$ cat config.mk
export PLATFORM = sky130hd
export DESIGN_NAME = dual_pin_cfg
export DESIGN_NICKNAME = d
export VERILOG_FILES = /design/src/rtl/pin_cfg_pkg.sv /design/src/rtl/pin_in_sync.sv /design/src/rtl/out_arm_track.sv /design/src/rtl/dual_pin_cfg.sv
export SDC_FILE = /design/constraint.sdc
export NUM_CORES = 1
export LEC_CHECK = 0
export ABC_AREA = 1
export BUFFER_PORTS_ARGS = -buffer_cell sky130_fd_sc_hd__buf_2
export CAP_MARGIN = 40
export CORE_UTILIZATION = 55
export CTS_CLUSTER_DIAMETER = 60
export DETAILED_ROUTE_END_ITERATION = 10
export GPL_TIMING_DRIVEN = 1
export PLACE_DENSITY = 0.8
export SLEW_MARGIN = 20
export SYNTH_ARGS = -nofsm -noshare
export SYNTH_HDL_FRONTEND = slang
export SYNTH_SLANG_ARGS = --single-unit
$ cat constraint.sdc
create_clock -name clk -period 1.18 [get_ports clk]
set_input_delay 0.118 -clock clk [delete_from_list [all_inputs] [get_ports clk]]
set_output_delay 0.118 -clock clk [all_outputs]
set_load 0.02 [all_outputs]
$ cat src/rtl/pin_cfg_pkg.sv
package pin_cfg_pkg;
  localparam int REG_W     = 8;
  localparam int NPINS     = 2;
  localparam int PIN_BITS  = 3;                 // function, direction, data
  localparam int FUNC_OFS  = 0;
  localparam int DIR_OFS   = 1;
  localparam int DATA_OFS  = 2;
  localparam int IRQ_BIT   = NPINS * PIN_BITS;  // bit 6
  localparam int STORE_W   = REG_W - 1;         // bit 7 is not stored
  typedef logic [STORE_W-1:0] cfg_t;
endpackage

$ cat src/rtl/pin_in_sync.sv
module pin_in_sync #(
  parameter int STAGES = 2
) (
  input  logic clk,
  input  logic rst_n,
  input  logic d,
  output logic q
);
  logic [STAGES-1:0] chain_q, chain_d;

  always_comb begin
    chain_d = {chain_q[STAGES-2:0], d};
  end

  always_ff @(posedge clk or negedge rst_n) begin
    if (!rst_n) chain_q <= '0;
    else        chain_q <= chain_d;
  end

  assign q = chain_q[STAGES-1];
endmodule

$ cat src/rtl/out_arm_track.sv
module out_arm_track (
  input  logic clk,
  input  logic rst_n,
  input  logic wr_en,
  input  logic out_cfg_nx,   // the value being written makes this pin a GPIO output
  input  logic repeat_wr,    // the value being written equals the previous write
  output logic armed
);
  logic armed_q, armed_d;

  always_comb begin
    armed_d = armed_q;
    if (wr_en) armed_d = out_cfg_nx & (armed_q | repeat_wr);
  end

  always_ff @(posedge clk or negedge rst_n) begin
    if (!rst_n) armed_q <= 1'b0;
    else        armed_q <= armed_d;
  end

  assign armed = armed_q;


  arm_needs_write_chk: assert property (@(posedge clk) disable iff (!rst_n)
    $rose(armed_q) |-> $past(wr_en) && $past(repeat_wr));

  arm_drop_chk: assert property (@(posedge clk) disable iff (!rst_n)
    (wr_en && !out_cfg_nx) |=> !armed_q);
endmodule

$ cat src/rtl/dual_pin_cfg.sv
module dual_pin_cfg
  import pin_cfg_pkg::*;
#(
  parameter int SYNC_STAGES = 2
) (
  input  logic       clk,
  input  logic       rst_n,
  input  logic       wr_en,
  input  logic [7:0] wr_data,
  input  logic       rd_en,
  output logic [7:0] rd_data,
  input  logic       pin1_in,
  input  logic       pin2_in,
  input  logic       irq_src,
  output logic       pin1_oe,
  output logic       pin1_out,
  output logic       pin2_oe,
  output logic       pin2_out,
  output logic       ded1_out,
  output logic       ded2_out
);
  // reset: asserted asynchronously, released on the clock
  logic rst_meta_q, rst_sync_n;
  always_ff @(posedge clk or negedge rst_n) begin
    if (!rst_n) begin
      rst_meta_q <= 1'b0;
      rst_sync_n <= 1'b0;
    end else begin
      rst_meta_q <= 1'b1;
      rst_sync_n <= rst_meta_q;
    end
  end

  logic [NPINS-1:0] pin_raw, pin_s, armed, out_cfg_nx, ded;
  cfg_t             cfg_q, cfg_d;
  logic [REG_W-1:0] last_q, last_d, rd_q, rd_d;
  logic             last_vld_q, last_vld_d;
  logic             irq_q;
  logic             repeat_wr, irq_mode;

  assign pin_raw   = {pin2_in, pin1_in};
  assign repeat_wr = last_vld_q && (wr_data == last_q);

  for (genvar g = 0; g < NPINS; g++) begin : g_pin
    localparam int B = g * PIN_BITS;
    pin_in_sync #(.STAGES(SYNC_STAGES)) u_sync (
      .clk(clk), .rst_n(rst_sync_n), .d(pin_raw[g]), .q(pin_s[g]));
    assign out_cfg_nx[g] = wr_data[B + FUNC_OFS] & wr_data[B + DIR_OFS];
    out_arm_track u_arm (
      .clk(clk), .rst_n(rst_sync_n), .wr_en(wr_en),
      .out_cfg_nx(out_cfg_nx[g]), .repeat_wr(repeat_wr), .armed(armed[g]));
    assign ded[g] = cfg_q[B + FUNC_OFS] ? 1'b0 : pin_s[g];
  end

  // next state
  always_comb begin
    cfg_d      = cfg_q;
    last_d     = last_q;
    last_vld_d = last_vld_q;
    if (wr_en) begin
      cfg_d      = wr_data[STORE_W-1:0];
      last_d     = wr_data;
      last_vld_d = 1'b1;
      for (int i = 0; i < NPINS; i++) begin
        if (wr_data[i*PIN_BITS + FUNC_OFS] && !wr_data[i*PIN_BITS + DIR_OFS])
          cfg_d[i*PIN_BITS + DATA_OFS] = pin_s[i];
      end
    end
    rd_d = rd_en ? {1'b0, cfg_q} : rd_q;
  end

  // registers
  always_ff @(posedge clk or negedge rst_sync_n) begin
    if (!rst_sync_n) begin
      cfg_q      <= '0;
      last_q     <= '0;
      last_vld_q <= 1'b0;
      rd_q       <= '0;
      irq_q      <= 1'b0;
    end else begin
      cfg_q      <= cfg_d;
      last_q     <= last_d;
      last_vld_q <= last_vld_d;
      rd_q       <= rd_d;
      irq_q      <= irq_src;
    end
  end

  assign irq_mode = armed[1] & cfg_q[IRQ_BIT];

  assign rd_data  = rd_q;
  assign pin1_oe  = armed[0];
  assign pin1_out = armed[0] & cfg_q[DATA_OFS];
  assign pin2_oe  = armed[1];
  assign pin2_out = irq_mode ? ~irq_q : (armed[1] & cfg_q[PIN_BITS + DATA_OFS]);
  assign ded1_out = ded[0];
  assign ded2_out = ded[1];


  rd_msb_zero_chk: assert property (@(posedge clk) disable iff (!rst_sync_n)
    rd_data[REG_W-1] == 1'b0);

  p1_drive_cfg_chk: assert property (@(posedge clk) disable iff (!rst_sync_n)
    pin1_oe |-> (cfg_q[DIR_OFS:FUNC_OFS] == 2'b11));

  p2_drive_cfg_chk: assert property (@(posedge clk) disable iff (!rst_sync_n)
    pin2_oe |-> (cfg_q[PIN_BITS+DIR_OFS:PIN_BITS+FUNC_OFS] == 2'b11));

  cfg_hold_chk: assert property (@(posedge clk) disable iff (!rst_sync_n)
    !wr_en |=> $stable(cfg_q));

  irq_drive_chk: assert property (@(posedge clk) disable iff (!rst_sync_n)
    (irq_mode && $past(irq_src)) |-> (pin2_oe && !pin2_out));

  ded_gpio_zero_chk: assert property (@(posedge clk) disable iff (!rst_sync_n)
    cfg_q[FUNC_OFS] |-> !ded1_out);
endmodule

# == Word-level counts from Yosys, hierarchy flattened ==
# Index checks and enable logic that the tools add are counted.
# classes
addsub,0
n_mul,0
n_div,0
n_lt_le_gt_ge,0
eq_ne,1
shifts,0
mux,5
bitwise,10
n_reduce_logical,5
# ops
cell,count
== test 8 bit,1
bitwise AND 1 bit,7
2-to-1 mux 1 bit,5
logical AND 1 bit,3
logical NOT 1 bit,2
bitwise OR 1 bit,2
NOT 1 bit,1
# totals
ff_bits,32
latch_bits,0
ramBits,0
mem_bits_ro,0
in_bits,15
word_cells,32
memories,0

# == Depth between registers and ports, before layout ==
# Gate-level depths: netlist of the first run.
# logic_depth
ltp_word,4
mapped_depth,8
mapped_depth_nobuf,8

# == By module ==
# From an unflattened synthesis of the first run, not the netlist that was laid out.
# unflattened
hier_cells,138
area_unflattened_um2,1158.6
# modules_own_cells
mod,n_inst,cells_per_inst,area_per_inst_um2,seq_area_each_um2
dual_pin_cfg,1,118,955.9,525.5
out_arm_track,2,8,51.3,25.0
pin_in_sync,2,2,50.0,50.0

# == Worst setup path before layout of the first run ==
# OpenSTA, ideal clock, no wires.
# synth_path
path_kind,reg2out
from,register g_pin[1].u_arm.armed_q
to,output port pin2_out
arrival_time_ns,0.912
slack_ns,0.150
stages_incl_launch_ff,3
n_path_buf,0
cell_sequence,dfrtp_1 -> o21ai_0 -> a21oi_1
# synth_via
elab_chain_len,2
word_cells_on_any_way,3
# synth_lines
element,line_no,source
start: declaration,out_arm_track.sv:9,"logic armed_q, armed_d;"
start signal: assignment,out_arm_track.sv:18,else armed_q <= armed_d;
"bitwise AND 1 bit, on equally long branches","dual_pin_cfg.sv:95, dual_pin_cfg.sv:89",
2-to-1 mux 1 bit *,dual_pin_cfg.sv:95,assign pin2_out = irq_mode ? ~irq_q : (armed[1] & cfg_q[PIN_BITS + DATA_OFS]);
end: declaration,dual_pin_cfg.sv:18,"output logic pin2_out,"
# Every way passes the cells marked *; elsewhere a longest branch is shown, timed or not.

==> results of run 1 <==
layout by cell type, fill, tap and decap left out:
cell type / n
clkbuf_1: 1
inv_1: 23
clkbuf_4: 3
a21oi_2: 4
o21ai_0: 10
o21ai_1: 1
mux2_2: 2
dfrtp_1: 27
conb_1: 2
nand2_1: 33
buf_4: 7
xor2_1: 1
inv_2: 2
o211ai_1: 1
buf_2: 24
o22ai_1: 2
nor2_1: 8
nand3_2: 2
nor2_2: 2
a21oi_1: 7
dlygate4sd3_1: 4
per-stage QoR:
stage / worst slack, ns / cell area (µm²) / instances
floorplan: 0.150 / 1150 / 131
global placement: 0.203 / 1310 / 182
detailed placement: 0.143 / 1310 / 182
CTS: -0.0230 / 1390 / 192
global route: -0.0893 / 1410 / 193
finish: -0.0129 / 1410 / 193
layout make-up:
class                      count  area (µm²)
multi-input combinational     75         370
timing repair buffer          35         213
sequential                    27         676
fill                         170         549
inverter                      25        93.8
clock buffer                   4        26.3
tap                           27        33.8
timing repair:
action,CTS,global route
hold buffers,4,0
endpoints found under the setup margin,1,5
endpoints found under the hold margin,5,0
gates resized for setup,1,6
setup buffers,2,1
pin swaps,1,3
power breakdown:
group	internal [mW]	switching, mW	leakage (nW)	total, mW
Combinational	0.123	0.193	0.424	0.316
Clock	0.132	0.257	0.0150	0.389
Sequential	0.998	0.0399	0.321	1.04
Total	1.25	0.490	0.759	1.74
layer usage:
| metal | up-vias | global-route usage | part of all wire |
|---|---|---|---|
| met5 | - | 0 | 0 |
| met2 | 28 | 0.389 | 0.53 |
| met1 | 428 | 0.235 | 0.41 |
| met4 | 0 | 0.117 | 0.011 |
| li1 | 464 | - | - |
| met3 | 4 | 0.0453 | 0.046 |
logic make-up (layout without fill, tap and decap cells):
| group | after synthesis | after routing | share of synthesized area |
|---|---|---|---|
| AO/OA/AOI/OAI | 25 | 25 | 0.119 |
| XOR/XNOR | 1 | 1 | 0.00760 |
| buffers and inverters | 29 | 64 | 0.101 |
| flip-flops | 27 | 27 | 0.586 |
| multiplexers | 2 | 2 | 0.0195 |
| other | 2 | 2 | 0.00652 |
| AND/OR/NAND/NOR | 45 | 45 | 0.160 |
registers in the layout (all words and copies together), names as in the netlist:
signal,cells
g_pin.u_arm.armed,2
last_vld_q,1
irq_q,1
rst_sync_n,1
cfg_q,6
g_pin.u_sync.chain_q,4
last_q,4
rst_meta_q,1
rd_data,7
worst paths after layout:
kind | endpoint | slack, ns | depth (start not counted)
max in group asynchronous | last_q[6] | 0.62 | 1
worst max register to register | g_pin[1].u_arm.armed | 0.03 | 8
worst max-delay path | pin2_out | -0.01 | 3
worst min-delay path | last_q[2] | 0.02 | 3
worst min register to register | g_pin[0].u_sync.chain_q[0] | 0.06 | 0
min in group asynchronous | g_pin[0].u_sync.chain_q[0] | 0.06 | 0
critical path, cell delays in order, from the launching register on:
cell,delay (ns)
dfrtp_1,0.42
o21ai_1,0.13
a21oi_1,0.06
buf_4,0.16
==> reports/metrics.csv, run 1 <==
metric,value,unit
status,"finished, violations left",
failing checks,setup timing,
Pins Over Slew Limit,0,
max_cap viols,0,
Synth Register Bits,27,
crit path time final,1.19,ns
clk buf depth,2,
Die H,47.8,µm
Synth area leader,dfrtp_1,
Setup Skew,0.00429,ns
Worst Slack Setup Final,-0.0129,ns
Synth top cells by count,"33 x nand2_1, 27 x dfrtp_1, 23 x inv_1",
critical path launch point type,flop,
Final nets,182,
CTS tree,yes,
vias post-DR,924,
Main synth FF type,dfrtp_1,
Final Cycle Share,1.01,
Final ANT Viol Nets,0,
Area Overhead vs Synth,22.6,%
Post-Syn Area,0.00115,mm²
Leakage Power,0.759,nW
Die X,47.8,µm
H-tree Lvls,1,
total gr overflow,0,
Port Buf Inserts,27,
DIE AREA,0.00228,mm²
"top cells by area, synth","dfrtp_1 59%, nand2_1 11%, inv_1 7.5%",
CTS Root Cell,clkbuf_4,
Required @ worst endpoint,1.06,ns
Rows,16,
Synth async-reset ratio,1.00,
DR vias/cell,4.79,
Hold/Removal Path Class,in -> reg,
final hold violations,0,
Mapped Nets,146,
Fin Setup TNS,-0.0129,ns
IO Pins,29,
power consumption,1.74,mW
clk slew on worst S/H paths,0.14,ns
pin count of the biggest net entering global routing,23,
initial antenna violation count,0,
"wirelength, routed",2.16,mm
Synth top area share,0.586,
"EDFF count, synth",0,
gr usage total,0.216,
gpl congestion,0.839,
layout cells sized above 1,0.277,
clk sinks,27,
DRC viols,0,
Util after Layout,0.720,
"Clk Latency, worst-skew pair",0.32,ns
Hold Crit Start,wr_data[2],
Initial Util,0.587,
drt pass-1 iters,4,
Power Density,1230,mW/mm²
core area,0.00196,mm²
critical path type,reg -> out,
Syn Area/Cell,8.80,µm²
setup violators final,1,
Setup crit start,last_q[6],
Reg-to-Reg Start,last_q[6],
critical path arrival,1.07,ns
final hold slack,0.0205,ns
Starting DRT DRC Count,14,
DR WL/cell,11.2,µm
Peak supply drop,0.000907,V
vias in the first global route,844,
CP Max Fanout,3,
Synth Warn #,0,
Inserted Diodes,0,
"Seq/Total Area, Yosys",0.586,
RSZ-0062 raised after global routing,yes,
unique cell type count in the Yosys netlist,17,
Post-DP HPWL,1.56,mm
first-pass GRT wire length,3.35,mm
CP Capture Type,output port,
cells after synthesis,131,
FMAX,0.838,GHz
most numerous cell in the Yosys netlist,nand2_1,
CTS buffer count,3,
Power figures use the tool's default switching activity.
==> run 2: changes to the inputs <==
Settings changed: RECOVER_POWER set to 50, REMOVE_ABC_BUFFERS set to 1.
==> run 2 against run 1 <==
The run still ends with setup timing left. Clock skew decreased by 0.00099 ns. Final cell count unchanged. Combinational power is essentially flat. Total power is 0.32% lower. Worst hold slack better by 0.012 ns. Core utilization is 0.51 points lower. Design area fell by 0.71%. Routed wire length is 1.9% higher. Largest cell class unchanged. Largest power group unchanged.
==> reports/metrics.csv, run 2 (synthesized netlist as in run 1, its figures left out) <==
metric,value,unit,change
setup violators final,2,,+1
total gr overflow,0,,unchanged
Initial Util,0.587,,unchanged
Critical-path top delay cell,dfrtp_1,,
worst-path cell chain,o21ai_2 > a21oi_1 > buf_4,,
Final Cycle Share,1.01,,-0.00593
Peak supply drop,0.00102,V,+13%
hold depth,3,,unchanged
"most common cell after layout, fill and taps aside",nand2_1,,
layout cells sized above 1,0.265,,-0.0120
vias in the first global route,796,,-5.7%
clk slew on worst S/H paths,0.13,ns,about the same
Area Overhead vs Synth,21.7,%,
clk sinks,27,,unchanged
Port Buf Inserts,27,,unchanged
Util after Layout,0.715,,-0.00510
Leakage Power,0.755,nW,-0.48%
max_cap viols,0,,unchanged
Final ANT Viol Nets,0,,unchanged
status,"finished, violations left",,
Worst Slack Setup Final,-0.00591,ns,+0.00700 ns
DIE AREA,0.00228,mm²,unchanged
DRC viols,0,,unchanged
"wirelength, routed",2.20,mm,+1.9%
first-pass GRT wire length,3.24,mm,-3.1%
Starting DRT DRC Count,13,,-1
clk buf depth,2,,unchanged
drt pass-1 iters,4,,unchanged
Setup Skew,0.00330,ns,-0.000990 ns
crit-path max cell delay,0.44,ns,+0.02 ns
Pins Over Slew Limit,0,,unchanged
critical path type,reg -> out,,
CP Max Fanout,4,,+1
vias post-DR,944,,+2.2%
Largest register FFs,7,,unchanged
Power Density,1240,mW/mm²,+0.39%
Final nets,182,,unchanged
Post-DP HPWL,1.60,mm,+2.8%
Rows,16,,unchanged
initial antenna violation count,0,,unchanged
failing checks,setup timing,,
Inserted Diodes,0,,unchanged
CTS tree,yes,,
Die H,47.8,µm,unchanged
gpl congestion,0.836,,-0.41%
CTS Root Cell,clkbuf_4,,
worst reg2reg path depth,8,,unchanged
core area,0.00196,mm²,unchanged
critical path arrival,1.07,ns,about the same
CP Capture Type,output port,,
DR vias/cell,4.89,,+2.2%
final hold slack,0.0326,ns,+0.0121 ns
final hold violations,0,,unchanged
gr usage total,0.212,,-0.00435
FMAX,0.843,GHz,+0.59%
"Clk Latency, worst-skew pair",0.31,ns,about the same
pin count of the biggest net entering global routing,21,,-8.7%
crit path time final,1.19,ns,-0.00700 ns
CTS buffer count,3,,unchanged
DR WL/cell,11.4,µm,+1.9%
critical path launch point type,flop,,
Required @ worst endpoint,1.06,ns,about the same
most frequent cells in the layout,"33 x nand2_1, 27 x dfrtp_1, 24 x buf_2",,
Hold/Removal Path Class,in -> reg,,
Die X,47.8,µm,unchanged
RSZ-0062 raised after global routing,yes,,
IO Pins,29,,unchanged
H-tree Lvls,1,,unchanged
-- run 2: cell types whose count changed in the layout (fill, tap and decap cells not counted), sizes merged --
cell | previous run | this run
buf | 31 | 29
clkbuf | 4 | 6
-- run 2: power by group --
part           switching, mW  internal (mW)
Clock                  0.244          0.132
Sequential            0.0447          0.998
Combinational          0.197          0.122
-- run 2: path summary, 6_finish.rpt --
kind	startpoint	end	slack (ns)
max	last_q[6]	pin2_out	-0.006
min	wr_data[7]	last_q[7]	0.03
max reg2reg	last_q[6]	g_pin[1].u_arm.armed	0
min reg2reg	rst_sync_n	rd_data[2]	0.12
max in group asynchronous	rst_sync_n	cfg_q[2]	0.33
min in group asynchronous	rst_n	rst_meta_q	0.10
-- run 2: metrics by stage --
stage                     cells  setup TNS, ns  area, µm²  worst slack [ns]  power (mW)
final                       193       -0.00771       1400          -0.00591        1.74
after detailed placement    183              0       1330             0.137        1.36
after floorplan             127              0       1130             0.150        1.23
after global placement      183              0       1330             0.196        1.35
after global routing        193         -0.242       1400           -0.0902        1.83
after CTS                   193        -0.0110       1410           -0.0110        1.76
-- run 2: final cells by class --
| class | instances | area [µm²] |
|---|---|---|
| clock buffers | 4 | 26.3 |
| fillers | 168 | 559 |
| well taps | 27 | 33.8 |
| inverters | 25 | 93.8 |
| repair buffers | 35 | 206 |
| flip-flops and latches | 27 | 676 |
| multi-input cells | 75 | 367 |
-- run 2: timing repair --
| item | in CTS | in global routing |
|---|---|---|
| hold buffers | 4 | 0 |
| endpoints found under the setup margin | 1 | 4 |
| setup buffers | 2 | 0 |
| resized for setup | 2 | 3 |
| pin swaps | 1 | 0 |
| endpoints found under the hold margin | 5 | 0 |
-- run 2: per-layer routing --
layer / global-route usage / part of all wire / wire length, µm / vias up
li1: - / - / - / 463
met5: 0 / 0 / 0 / -
met2: 0.389 / 0.55 / 1200 / 22
met4: 0.100 / 0.018 / 39 / 0
met3: 0.0264 / 0.028 / 62 / 4
met1: 0.241 / 0.41 / 897 / 455
-- run 2: critical path: cells and delay by family (launching register included) --
family / cells / cell delay (ns)
flops: 1 / 0.44
compound gates: 2 / 0.17
buf+inv: 1 / 0.16
